<file path="config.mk">
export PLATFORM = sky130hd
export DESIGN_NAME = rx_ring_dma
export DESIGN_NICKNAME = d
export VERILOG_FILES = /design/src/rtl/rxdma_pkg.sv /design/src/rtl/rxdma_ring_idx.sv /design/src/rtl/rxdma_lane_pack.sv /design/src/rtl/rx_ring_dma.sv
export SDC_FILE = /design/constraint.sdc
export NUM_CORES = 1
export LEC_CHECK = 0
export ABC_AREA = 1
export BUFFER_PORTS_ARGS = -buffer_cell sky130_fd_sc_hd__buf_2
export CAP_MARGIN = 15
export CORE_ASPECT_RATIO = 1.5
export CORE_MARGIN = 3
export CORE_UTILIZATION = 55
export DETAILED_ROUTE_END_ITERATION = 16
export HOLD_SLACK_MARGIN = 0.12
export PLACE_DENSITY_LB_ADDON = 0.05
export RECOVER_POWER = 50
export SYNTH_ARGS = -nofsm -noshare
export SYNTH_HDL_FRONTEND = slang
export SYNTH_SLANG_ARGS = --single-unit
</file>
<file path="constraint.sdc">
create_clock -name clk -period 5.8 [get_ports clk]
set_clock_uncertainty 0.15 [all_clocks]
set_input_delay 0.29 -clock clk [delete_from_list [all_inputs] [get_ports clk]]
set_output_delay 0.29 -clock clk [all_outputs]
set_load 0.1 [all_outputs]
</file>
<file path="src/rtl/rxdma_pkg.sv">
package rxdma_pkg;

    localparam int CTL_BIT_OWN  = 31;
    localparam int CTL_BIT_CMPL = 30;
    localparam int CTL_BIT_SOP  = 29;
    localparam int CTL_BIT_EOP  = 28;
    localparam int OFS_LSB      = 23;
    localparam int OFS_W        = 3;
    localparam int LEN_W        = 16;
    localparam int POS_W        = LEN_W + 1;

    typedef enum logic [2:0] {
        ST_IDLE,
        ST_RD_CTL,
        ST_WAIT_CTL,
        ST_RD_BUF,
        ST_WAIT_BUF,
        ST_FILL,
        ST_FLUSH,
        ST_WB_CTL
    } chan_state_e;

    typedef struct packed {
        logic             own;
        logic             cmpl;
        logic             sop;
        logic             eop;
        logic [OFS_W-1:0] ofs;
        logic [LEN_W-1:0] len;
    } desc_ctl_t;

    function automatic desc_ctl_t ctl_unpack(input logic [31:0] w);
        desc_ctl_t c;
        c.own  = w[CTL_BIT_OWN];
        c.cmpl = w[CTL_BIT_CMPL];
        c.sop  = w[CTL_BIT_SOP];
        c.eop  = w[CTL_BIT_EOP];
        c.ofs  = w[OFS_LSB +: OFS_W];
        c.len  = w[LEN_W-1:0];
        return c;
    endfunction

    function automatic logic [31:0] ctl_pack(input desc_ctl_t c);
        logic [31:0] w;
        w                     = '0;
        w[CTL_BIT_OWN]        = c.own;
        w[CTL_BIT_CMPL]       = c.cmpl;
        w[CTL_BIT_SOP]        = c.sop;
        w[CTL_BIT_EOP]        = c.eop;
        w[OFS_LSB +: OFS_W]   = c.ofs;
        w[LEN_W-1:0]          = c.len;
        return w;
    endfunction

endpackage

</file>
<file path="src/rtl/rxdma_ring_idx.sv">
module rxdma_ring_idx #(
    parameter int IDX_W = 6
) (
    input  logic             clk,
    input  logic             rst,
    input  logic             clr,
    input  logic             adv,
    input  logic [IDX_W:0]   ring_len,
    output logic [IDX_W-1:0] idx
);
    logic [IDX_W:0] nxt;

    assign nxt = {1'b0, idx} + 1'b1;

    always_ff @(posedge clk) begin
        if (rst || clr) begin
            idx <= '0;
        end else if (adv) begin
            idx <= (nxt >= ring_len) ? '0 : nxt[IDX_W-1:0];
        end
    end
endmodule

</file>
<file path="src/rtl/rxdma_lane_pack.sv">
module rxdma_lane_pack (
    input  logic        clk,
    input  logic        rst,
    input  logic        clr,
    input  logic        load,
    input  logic [1:0]  lane,
    input  logic [7:0]  din,
    output logic [31:0] word,
    output logic [3:0]  be
);
    always_ff @(posedge clk) begin
        if (rst || clr) begin
            word <= '0;
            be   <= '0;
        end else if (load) begin
            word[lane*8 +: 8] <= din;
            be[lane]          <= 1'b1;
        end
    end
endmodule

</file>
<file path="src/rtl/rx_ring_dma.sv">
module rx_ring_dma
    import rxdma_pkg::*;
#(
    parameter int MAX_DESC = 64,
    localparam int IDX_W   = $clog2(MAX_DESC)
) (
    input  logic         clk,
    input  logic         rst,
    input  logic         chan_en,
    input  logic         chan_rst,
    input  logic [31:0]  ring_base,
    input  logic [IDX_W:0] ring_len,
    output logic         mem_req,
    output logic         mem_we,
    output logic [31:0]  mem_addr,
    output logic [3:0]   mem_be,
    output logic [31:0]  mem_wdata,
    input  logic [31:0]  mem_rdata,
    input  logic         s_valid,
    input  logic [7:0]   s_data,
    input  logic         s_last,
    output logic         s_ready,
    output logic         desc_done
);
    chan_state_e      state;
    desc_ctl_t        cur_ctl;
    desc_ctl_t        rd_ctl;
    desc_ctl_t        wb_ctl;
    logic [31:0]      buf_addr;
    logic [POS_W-1:0] pos;
    logic [LEN_W-1:0] cnt;
    logic [POS_W-3:0] wr_word;
    logic             fin;
    logic             eop_seen;
    logic             pkt_start;
    logic [IDX_W-1:0] idx;
    logic [31:0]      slot;
    logic [31:0]      pk_word;
    logic [3:0]       pk_be;
    logic             take;
    logic             cap_hit;
    logic             end_now;
    logic             word_full;
    logic             adv;
    logic             pk_clr;

    rxdma_ring_idx #(.IDX_W(IDX_W)) u_idx (
        .clk      (clk),
        .rst      (rst),
        .clr      (chan_rst),
        .adv      (adv),
        .ring_len (ring_len),
        .idx      (idx)
    );

    rxdma_lane_pack u_pack (
        .clk  (clk),
        .rst  (rst || chan_rst),
        .clr  (pk_clr),
        .load (take),
        .lane (pos[1:0]),
        .din  (s_data),
        .word (pk_word),
        .be   (pk_be)
    );

    assign slot      = ring_base + 32'({idx, 3'b000});
    assign rd_ctl    = ctl_unpack(mem_rdata);
    assign s_ready   = (state == ST_FILL);
    assign take      = s_ready && s_valid;
    assign cap_hit   = ({1'b0, cnt} + 17'd1) == {1'b0, cur_ctl.len};
    assign end_now   = s_last || cap_hit;
    assign word_full = (pos[1:0] == 2'd3);
    assign adv       = (state == ST_WB_CTL);
    assign pk_clr    = (state == ST_FLUSH) || (state == ST_WAIT_BUF);

    always_comb begin
        wb_ctl      = '0;
        wb_ctl.own  = 1'b0;
        wb_ctl.cmpl = 1'b1;
        wb_ctl.sop  = pkt_start;
        wb_ctl.eop  = eop_seen;
        wb_ctl.ofs  = cur_ctl.ofs;
        wb_ctl.len  = cnt;
    end

    always_comb begin
        mem_req   = 1'b0;
        mem_we    = 1'b0;
        mem_addr  = slot;
        mem_be    = 4'h0;
        mem_wdata = '0;
        unique case (state)
            ST_RD_CTL: mem_req = 1'b1;
            ST_RD_BUF: begin
                mem_req  = 1'b1;
                mem_addr = slot + 32'd4;
            end
            ST_FLUSH: begin
                mem_req   = 1'b1;
                mem_we    = 1'b1;
                mem_addr  = buf_addr + 32'({wr_word, 2'b00});
                mem_be    = pk_be;
                mem_wdata = pk_word;
            end
            ST_WB_CTL: begin
                mem_req   = 1'b1;
                mem_we    = 1'b1;
                mem_be    = 4'hF;
                mem_wdata = ctl_pack(wb_ctl);
            end
            default: ;
        endcase
    end

    always_ff @(posedge clk) begin
        if (rst || chan_rst) begin
            state     <= ST_IDLE;
            cur_ctl   <= '0;
            buf_addr  <= '0;
            pos       <= '0;
            cnt       <= '0;
            wr_word   <= '0;
            fin       <= 1'b0;
            eop_seen  <= 1'b0;
            pkt_start <= 1'b1;
            desc_done <= 1'b0;
        end else begin
            desc_done <= 1'b0;
            unique case (state)
                ST_IDLE:     if (chan_en) state <= ST_RD_CTL;
                ST_RD_CTL:   state <= ST_WAIT_CTL;
                ST_WAIT_CTL: begin
                    if (rd_ctl.own) begin
                        cur_ctl <= rd_ctl;
                        state   <= ST_RD_BUF;
                    end else begin
                        state   <= ST_RD_CTL;
                    end
                end
                ST_RD_BUF:   state <= ST_WAIT_BUF;
                ST_WAIT_BUF: begin
                    buf_addr <= mem_rdata;
                    pos      <= POS_W'(cur_ctl.ofs);
                    cnt      <= '0;
                    fin      <= 1'b0;
                    eop_seen <= 1'b0;
                    state    <= (cur_ctl.len == '0) ? ST_WB_CTL : ST_FILL;
                end
                ST_FILL: begin
                    if (take) begin
                        wr_word  <= pos[POS_W-1:2];
                        pos      <= pos + 1'b1;
                        cnt      <= cnt + 1'b1;
                        fin      <= end_now;
                        eop_seen <= s_last;
                        if (word_full || end_now) state <= ST_FLUSH;
                    end
                end
                ST_FLUSH:    state <= fin ? ST_WB_CTL : ST_FILL;
                ST_WB_CTL: begin
                    desc_done <= 1'b1;
                    if (cnt != '0) pkt_start <= eop_seen;
                    state <= chan_en ? ST_RD_CTL : ST_IDLE;
                end
                default:     state <= ST_IDLE;
            endcase
        end
    end
endmodule

</file>
==> flow_metrics.py, run 1 <==
metrics = {
    "run_status": {
        "outcome": "complete, but fails checks",
        "violated_checks": "max-capacitance violations, max-slew violations",
    },
    "clock_tree": {
        "cts.repair_timing.setup_buffer_count": 0,
        "clkLatencyLatePin_ns": 0.44,
        "tritoncts": "built",
        "clockRootBuffer": "clkbuf_16",
        "cts.hold.buffers_added": 41,
        "cts_buffer_depth": 2,
        "post_cts_resize_count": 0,
        "cts_max_level": 4,
        "cts-buffers-inserted": 17,
        "clk_pin_slew_worst_paths_ns": 0.06,
        "clock_sink_count": 148,
    },
    "finish": {
        "syn_to_final_growth_pct": 17.24,
        "n_fill_cell": 1870,
        "final_common_cell": "nand2_1",
        "mostFrequentLayoutCells": "455 x nand2_1, 202 x inv_1, 194 x nor2_1, 180 x nand3_1, 148 x dfxtp_1",
        "layout.nets": 2118,
        "layout.core_utilization_pct": 65.96,
        "antenna_cells": 0,
        "drive_above_1_share_pct": 14.87,
    },
    "sta": {
        "setup_tns_ns": 0,
        "tightestPinTransition_ns": 1.986,
        "finalWorstPathRequiredPeriod_ns": 4.253,
        "rsz_0062_raised_after_global_routing": "no",
        "finalHoldViolCount": 0,
        "setup_viol": 0,
        "relSlewSlack_pct": -32.41,
        "finalMaxSlewViolations": 50,
        "maxClockFrequency_mhz": 235.1,
        "min_period_over_period_pct": 73.33,
    },
    "route": {
        "detailedRoute.firstIterationViolations": 875,
        "drt-vias-per-instance": 5.732,
        "firstDrtPassIters": 6,
        "route.detailed.wl_per_inst_um": 17.26,
        "drcViolationCount": 0,
        "vias_after_detailed_routing": 12980,
        "drtAntennaViolNets": 0,
        "finalWirelength_um": 39080,
    },
    "logic_synthesis": {
        "synthesis.yosys.warnings": 0,
        "netlist_area_um2": 11220,
        "synth.yosys.seq_area_share_pct": 26.40,
        "synth_fp_nets": 1946,
        "async_reset_ff_share_pct": 0,
        "ys.flop_type": "dfxtp_1",
        "synth-seq-cells": 148,
        "synth_area_per_cell_um2": 6.169,
        "synth_cells": 1819,
        "number_of_distinct_library_cells_after_synthesis": 54,
        "synth-edff-count": 0,
    },
    "job": {
        "cap_violations": 2,
    },
    "die": {
        "die_h_um": 180.9,
        "area_of_the_core_region_um2": 19940,
        "placementRows": 63,
        "die_area_um2": 22190,
        "design.portCount": 157,
        "initial_core_util_pct": 56.26,
        "die_w_um": 122.6,
    },
    "setup_path": {
        "critical_path.startpoint_type": "flop",
        "rrSetupSlack_ns": 1.55,
        "reg2reg_from": "state[2]",
        "crit_path_from": "state[2]",
        "cpMostUsedCell": "nand2_1",
        "series_of_cell_instances_along_the_critical_path": "nand2_1, nor2_1, inv_1, a2111oi_0, nand2_1, a21oi_1",
        "crit_path_end_kind": "flop",
        "timing.critical_path.fanout_max": 26,
        "timing.critical_path.required_ns": 6.02,
        "slowest_stage": "a2111oi_0",
        "critPathMaxStageDelay_ns": 1.48,
        "crit_arrival_ns": 4.47,
        "path_class": "flop to flop",
    },
    "pwr": {
        "power_leakage_nw": 5.742,
        "p_per_area_nw_per_um2": 196.2,
        "max-vdd-ir-drop_mv": 0.2582,
    },
    "global_routing": {
        "vias_in_the_first_global_route": 12360,
        "grt_remaining_overflow": 0,
        "grt.total_usage_pct": 35.27,
        "grt_pass1_wl_um": 61690,
        "antenna_found_initial": 0,
        "pin_count_of_the_biggest_net_entering_global_routing": 64,
    },
    "worst_hold_path": {
        "worstHoldStart": "s_valid",
        "holdCritPathClass": "input port to flop",
    },
    "placement": {
        "detailed_place_hpwl_um": 30100,
        "place.gp.congestion": 1.014,
        "io_buffers": 156,
    },
}
## where the power goes
group / internal (mW) / switching (mW)
Sequential: 1.02 / 0.00194
Combinational: 0.0910 / 0.247
Clock: 0.753 / 0.471
Total: 1.86 / 0.719
## worst paths after layout
check,end,cells past startpoint
setup / recovery,u_idx.idx[3],6
hold / removal,state[1],4
setup reg to reg,u_idx.idx[3],6
hold reg to reg,u_pack.be[3],2
## critical path: cells and delay by family, from the launching register on
kind                   cells  cell delay [ns]
AND/OR/NAND/NOR            3             1.20
flip-flops                 1             0.48
buffers and inverters      1             0.67
AO/OA/AOI/OAI              2             1.66
## final cells by class
type	count	area (µm²)	share of cell area, %
Sequential cell	148	2963	22.52
Inverter	216	810.8	6.163
Clock inverter	12	192.7	1.465
Timing Repair Buffer	206	1227	9.330
Multi-Input combinational cell	1402	7179	54.57
Clock buffer	20	456.7	3.472
Tap cell	260	325.3	2.473
## logic make-up (layout without fill, tap and decap cells)
| group | Yosys count | after routing | synth area share (%) |
|---|---|---|---|
| fa+ha+maj | 42 | 42 | 4.817 |
| xor+xnor | 9 | 9 | 0.7025 |
| compound gates | 345 | 345 | 16.90 |
| simple gates | 1006 | 1006 | 41.82 |
| buf+inv | 269 | 454 | 9.355 |
| flops | 148 | 148 | 26.40 |
## through the flow
step | setup slack [ns] | std cells | hold slack (ns) | area [µm²] | power (mW)
final | 1.547 | 2264 | 0.1237 | 13160 | 2.581
after global routing | 1.330 | 2264 | 0.1311 | 13160 | 2.656
after CTS | 1.779 | 2264 | 0.1213 | 13220 | 2.588
after detailed placement | 2.200 | 2191 | 0.2983 | 12160 | 1.356
after global placement | 2.258 | 2191 | 0.2943 | 12160 | 1.354
after floorplan | 1.550 | 1819 | 0.2794 | 11220 | 1.259
## layer usage
layer	wire length [µm]	global-route usage [%]	vias to the layer above	share of wire [%]
li1	-	-	6356	-
met1	13870	35.99	5896	35
met2	19900	63.28	535	51
met3	2066	5.074	190	5.3
met4	3252	26.64	0	8.3
met5	0	0	-	0
## Yosys cell counts, types with 8 or more instances
cell type  instances  area [µm²]
a211oi_1          10       75.07
a21oi_1          141       705.7
a31oi_1           12       75.07
buf_2              9       45.04
clkbuf_1          37       138.9
dfxtp_1          148        2963
ha_1              40       500.5
inv_1            200       750.7
inv_2             11       41.29
nand2_1          454        1704
nand2_2           39       244.0
nand2_4           12       135.1
nand3_1          180       900.9
nand4_1           40       250.2
nor2_1           193       724.4
nor2_2            22       137.6
nor2_4            13       146.4
nor3_1            15       75.07
nor4_1             8       50.05
o211ai_1          12       90.09
o21ai_0          141       705.7
## flip-flops by register name, indices dropped and copies added (netlist names), 4 cells and up
name,count
buf_addr,32
u_pack.word,32
cur_ctl,19
pos,17
cnt,16
wr_word,15
u_idx.idx,6
u_pack.be,4
Power figures use the tool's default switching activity.
==> inputs of run 2 (changes only) <==
--- a/config.mk
+++ b/config.mk
@@ -5,12 +5,12 @@
 export SDC_FILE = /design/constraint.sdc
 export NUM_CORES = 1
 export LEC_CHECK = 0
-export ABC_AREA = 1
+export ABC_AREA = 0
 export BUFFER_PORTS_ARGS = -buffer_cell sky130_fd_sc_hd__buf_2
 export CAP_MARGIN = 15
 export CORE_ASPECT_RATIO = 1.5
 export CORE_MARGIN = 3
-export CORE_UTILIZATION = 55
+export CORE_UTILIZATION = 52
 export DETAILED_ROUTE_END_ITERATION = 16
 export HOLD_SLACK_MARGIN = 0.12
 export PLACE_DENSITY_LB_ADDON = 0.05
==> constraint.sdc (replaced) <==
create_clock -name clk -period 3.7 [get_ports clk]
set_clock_uncertainty 0.15 [all_clocks]
set_input_delay 0.185 -clock clk [delete_from_list [all_inputs] [get_ports clk]]
set_output_delay 0.185 -clock clk [all_outputs]
set_load 0.1 [all_outputs]
==> run 2 against run 1 <==
Against the previous run: the run ends with negative setup slack left; core utilization is 5.2 points higher; total power is 51% higher; synthesized area is 12% lower; synthesized cell count is 25% lower; setup slack worse by 2.0 ns; combinational power is 67% higher; register-to-register slack worse by 1.5 ns; sequential cell count stayed put; non-clock buffer count is 68 higher; final area is 0.69% higher; sequential power is 57% higher; hold slack better by 0.18 ns; largest power group unchanged.
==> flow_metrics.py, run 2 <==
metrics = {
    "run_status": {
        "outcome": "complete, but fails checks",
        "violated_checks": "negative setup slack",
    },
    "clock_tree": {
        "clock_sink_count": 148,
        "clockRootBuffer": "clkbuf_16",
        "cts_buffer_depth": 2,
        "tritoncts": "built",
        "cts-buffers-inserted": 17,
        "cts_max_level": 4,
        "clkLatencyLatePin_ns": 0.42,
        "clk_pin_slew_worst_paths_ns": 0.07,
    },
    "sta": {
        "maxClockFrequency_mhz": 242.1,
        "finalWorstPathRequiredPeriod_ns": 4.131,
        "finalMaxSlewViolations": 0,
        "post_route_worst_setup_slack_ns": -0.4305,
        "min_period_over_period_pct": 111.6,
        "setup_viol": 20,
        "tightestPinTransition_ns": 1.297,
        "finalHoldViolCount": 0,
        "relSlewSlack_pct": 12.59,
        "rsz_0062_raised_after_global_routing": "yes",
    },
    "logic_synthesis": {
        "post_synth_most_frequent_cells": "268 x nand2_1, 161 x a21oi_1, 148 x dfxtp_1, 117 x nor2_1, 85 x nand3_1",
        "netlist_area_um2": 9868,
        "synthesis.yosys.warnings": 0,
        "async_reset_ff_share_pct": 0,
        "synth_top_area_share_pct": 30.02,
        "synth_area_per_cell_um2": 7.261,
        "number_of_distinct_library_cells_after_synthesis": 73,
        "ys.flop_type": "dfxtp_1",
        "synth_cells": 1359,
        "synth-edff-count": 0,
        "synth_fp_nets": 1486,
        "yosysMostFrequentCell": "nand2_1",
        "synth-seq-cells": 148,
        "synth.yosys.seq_area_share_pct": 30.02,
        "yosysTopAreaCell": "dfxtp_1",
        "post_synth_main_area_contributors": "dfxtp_1 30%, nand2_1 10%, a21oi_1 8.2%",
    },
    "pwr": {
        "p_per_area_nw_per_um2": 294.8,
        "power_leakage_nw": 4.979,
        "max-vdd-ir-drop_mv": 0.2363,
    },
    "worst_hold_path": {
        "holdCritPathClass": "flop to flop",
    },
    "placement": {
        "placed_area_um2": 11880,
        "place_ws_ns": -0.03938,
        "io_buffers": 156,
        "place.gp.congestion": 0.9010,
        "detailed_place_hpwl_um": 25470,
    },
    "route": {
        "detailedRoute.firstIterationViolations": 838,
        "wl_met3_um": 1837,
        "vias_after_detailed_routing": 10720,
        "firstDrtPassIters": 5,
        "finalWirelength_um": 34250,
        "route.detailed.wl_per_inst_um": 18.62,
        "dr_wl_met2_um": 17720,
        "met1_length_um": 12690,
        "drt-vias-per-instance": 5.831,
        "highest-signal-layer": "met4",
        "drcViolationCount": 0,
        "drtAntennaViolNets": 0,
    },
    "global_routing": {
        "grt_pass1_wl_um": 54140,
        "grt_remaining_overflow": 0,
        "grt.total_usage_pct": 32.45,
        "antenna_found_initial": 1,
        "pin_count_of_the_biggest_net_entering_global_routing": 58,
        "vias_in_the_first_global_route": 10490,
    },
    "finish": {
        "mostFrequentLayoutCells": "265 x nand2_1, 152 x a21oi_1, 146 x dfxtp_1, 115 x nor2_1, 98 x buf_2",
        "syn_to_final_growth_pct": 34.23,
        "n_fill_cell": 1610,
        "drive_above_1_share_pct": 19.55,
        "final_common_cell": "nand2_1",
        "layout.nets": 1701,
        "layout_top_registers": "buf_addr (32), u_pack.word (32), cur_ctl (19)",
        "post_route_standard_cell_area_excluding_fillers_um2": 13250,
    },
    "setup_path": {
        "timing.critical_path.max_delay_family": "compound AO/OA/AOI/OAI gates",
        "crit_path_end_kind": "primary output",
        "critical_path_buf_inv_count": 2,
        "critPathMaxStageDelay_ns": 0.41,
        "path_class": "flop to primary output",
        "critical_path.startpoint_type": "flop",
        "slowest_stage": "a2111o_1",
        "series_of_cell_instances_along_the_critical_path": "ha_4, fa_2, a211o_1, buf_4, a2111o_1, o2111ai_2, o31ai_4, nor4b_4, and3_4, and2_4, nand4_1, a221oi_4, buf_12",
        "timing.critical_path.required_ns": 3.37,
        "crit_arrival_ns": 3.80,
        "rrSetupSlack_ns": 0,
        "timing.critical_path.fanout_max": 4,
    },
    "die": {
        "initial_core_util_pct": 52.99,
        "placementRows": 61,
        "area_of_the_core_region_um2": 18620,
        "die_h_um": 174.7,
        "die_area_um2": 20700,
        "design.portCount": 157,
        "die_w_um": 118.5,
    },
    "job": {
        "cap_violations": 0,
    },
}
## run 2: cell types whose count changed after synthesis, moves of 39 or more
cell	delta
nand2_1	-186
nand2_2	-39
inv_1	-170
nand3_1	-95
xor2_1	+49
nor2_1	-76
o21ai_0	-98
xnor2_1	+47
## run 2: layer usage
| layer | global-route usage [%] | vias to the layer above |
|---|---|---|
| li1 | - | 5187 |
| met1 | 35.54 | 5006 |
| met2 | 59.63 | 428 |
| met3 | 4.760 | 103 |
| met4 | 17.88 | 0 |
| met5 | 0 | - |
## run 2: cell type report
cell class	instances	area, µm²	share of cell area (%)
Antenna cell	1	2.502	0.01889
Clock buffer	18	429.2	3.240
Clock inverter	13	151.4	1.143
Inverter	30	112.6	0.8501
Multi-Input combinational cell	1103	6979	52.69
Sequential cell	148	2965	22.39
Tap cell	252	315.3	2.380
Timing Repair Buffer	274	2291	17.29
## run 2: power by group
| part | switching, mW | internal [mW] | total, mW |
|---|---|---|---|
| clock network | 0.742 | 1.00 | 1.75 |
| logic | 0.356 | 0.208 | 0.564 |
| registers | 0.00164 | 1.59 | 1.60 |
| total | 1.10 | 2.80 | 3.91 |
## run 2: worst register-to-register path, cell delays in order (launching register included)
cell and delay [ns]:
dfxtp_1 0.73, nand3_1 0.15, clkbuf_1 0.24, inv_1 0.27, nand2_1 0.11, nand2_1 0.07
clkbuf_1 0.65, and3_1 0.33, nand4_1 0.22, nor2_1 0.33, nand3_1 0.14, xor2_1 0.14
nor2_1 0.05
## run 2: through the flow
stage / power (mW) / hold WS [ns] / TNS, ns / instances / utilization (%)
final: 3.905 / 0.2988 / -5.692 / 1839 / 71.13
after global routing: 4.012 / 0.3173 / -11.05 / 1839 / 71.13
after CTS: 3.906 / 0.2970 / -3.425 / 1829 / 70.35
after detailed placement: 2.129 / 0.2856 / -0.07465 / 1749 / 63.77
after global placement: 2.128 / 0.2777 / 0 / 1749 / 63.77
after floorplan: 1.934 / 0.1641 / -0.8902 / 1359 / -
## run 2: final timing paths
| kind | start | end | cells past startpoint |
|---|---|---|---|
| worst max-delay path | u_idx.idx[0] | mem_addr[26] | 13 |
| worst min-delay path | u_pack.word[16] | u_pack.word[16] | 2 |
| worst max register to register | state[2] | pos[11] | 12 |
| worst min register to register | u_pack.word[16] | u_pack.word[16] | 2 |
## run 2: what timing repair did
| action | CTS | global route |
|---|---|---|
| hold buffers | 46 | 0 |
| hold endpoints to repair | 89 | 0 |
| gates cloned | 0 | 0 |
| pin swaps | 25 | 21 |
| setup endpoints to repair | 19 | 21 |
| buffers inserted | 4 | 10 |
| gates resized for setup | 38 | 27 |
## run 2: kinds of logic after synthesis
| group | Yosys count | synth area share, % |
|---|---|---|
| AND/OR/NAND/NOR | 609 | 28.30 |
| AO/OA/AOI/OAI | 318 | 19.73 |
| flip-flops | 148 | 30.02 |
| buffers and inverters | 108 | 4.197 |
| XOR/XNOR | 105 | 9.319 |
| adder cells (fa/ha/maj) | 42 | 5.477 |
| multiplexers | 29 | 2.954 |
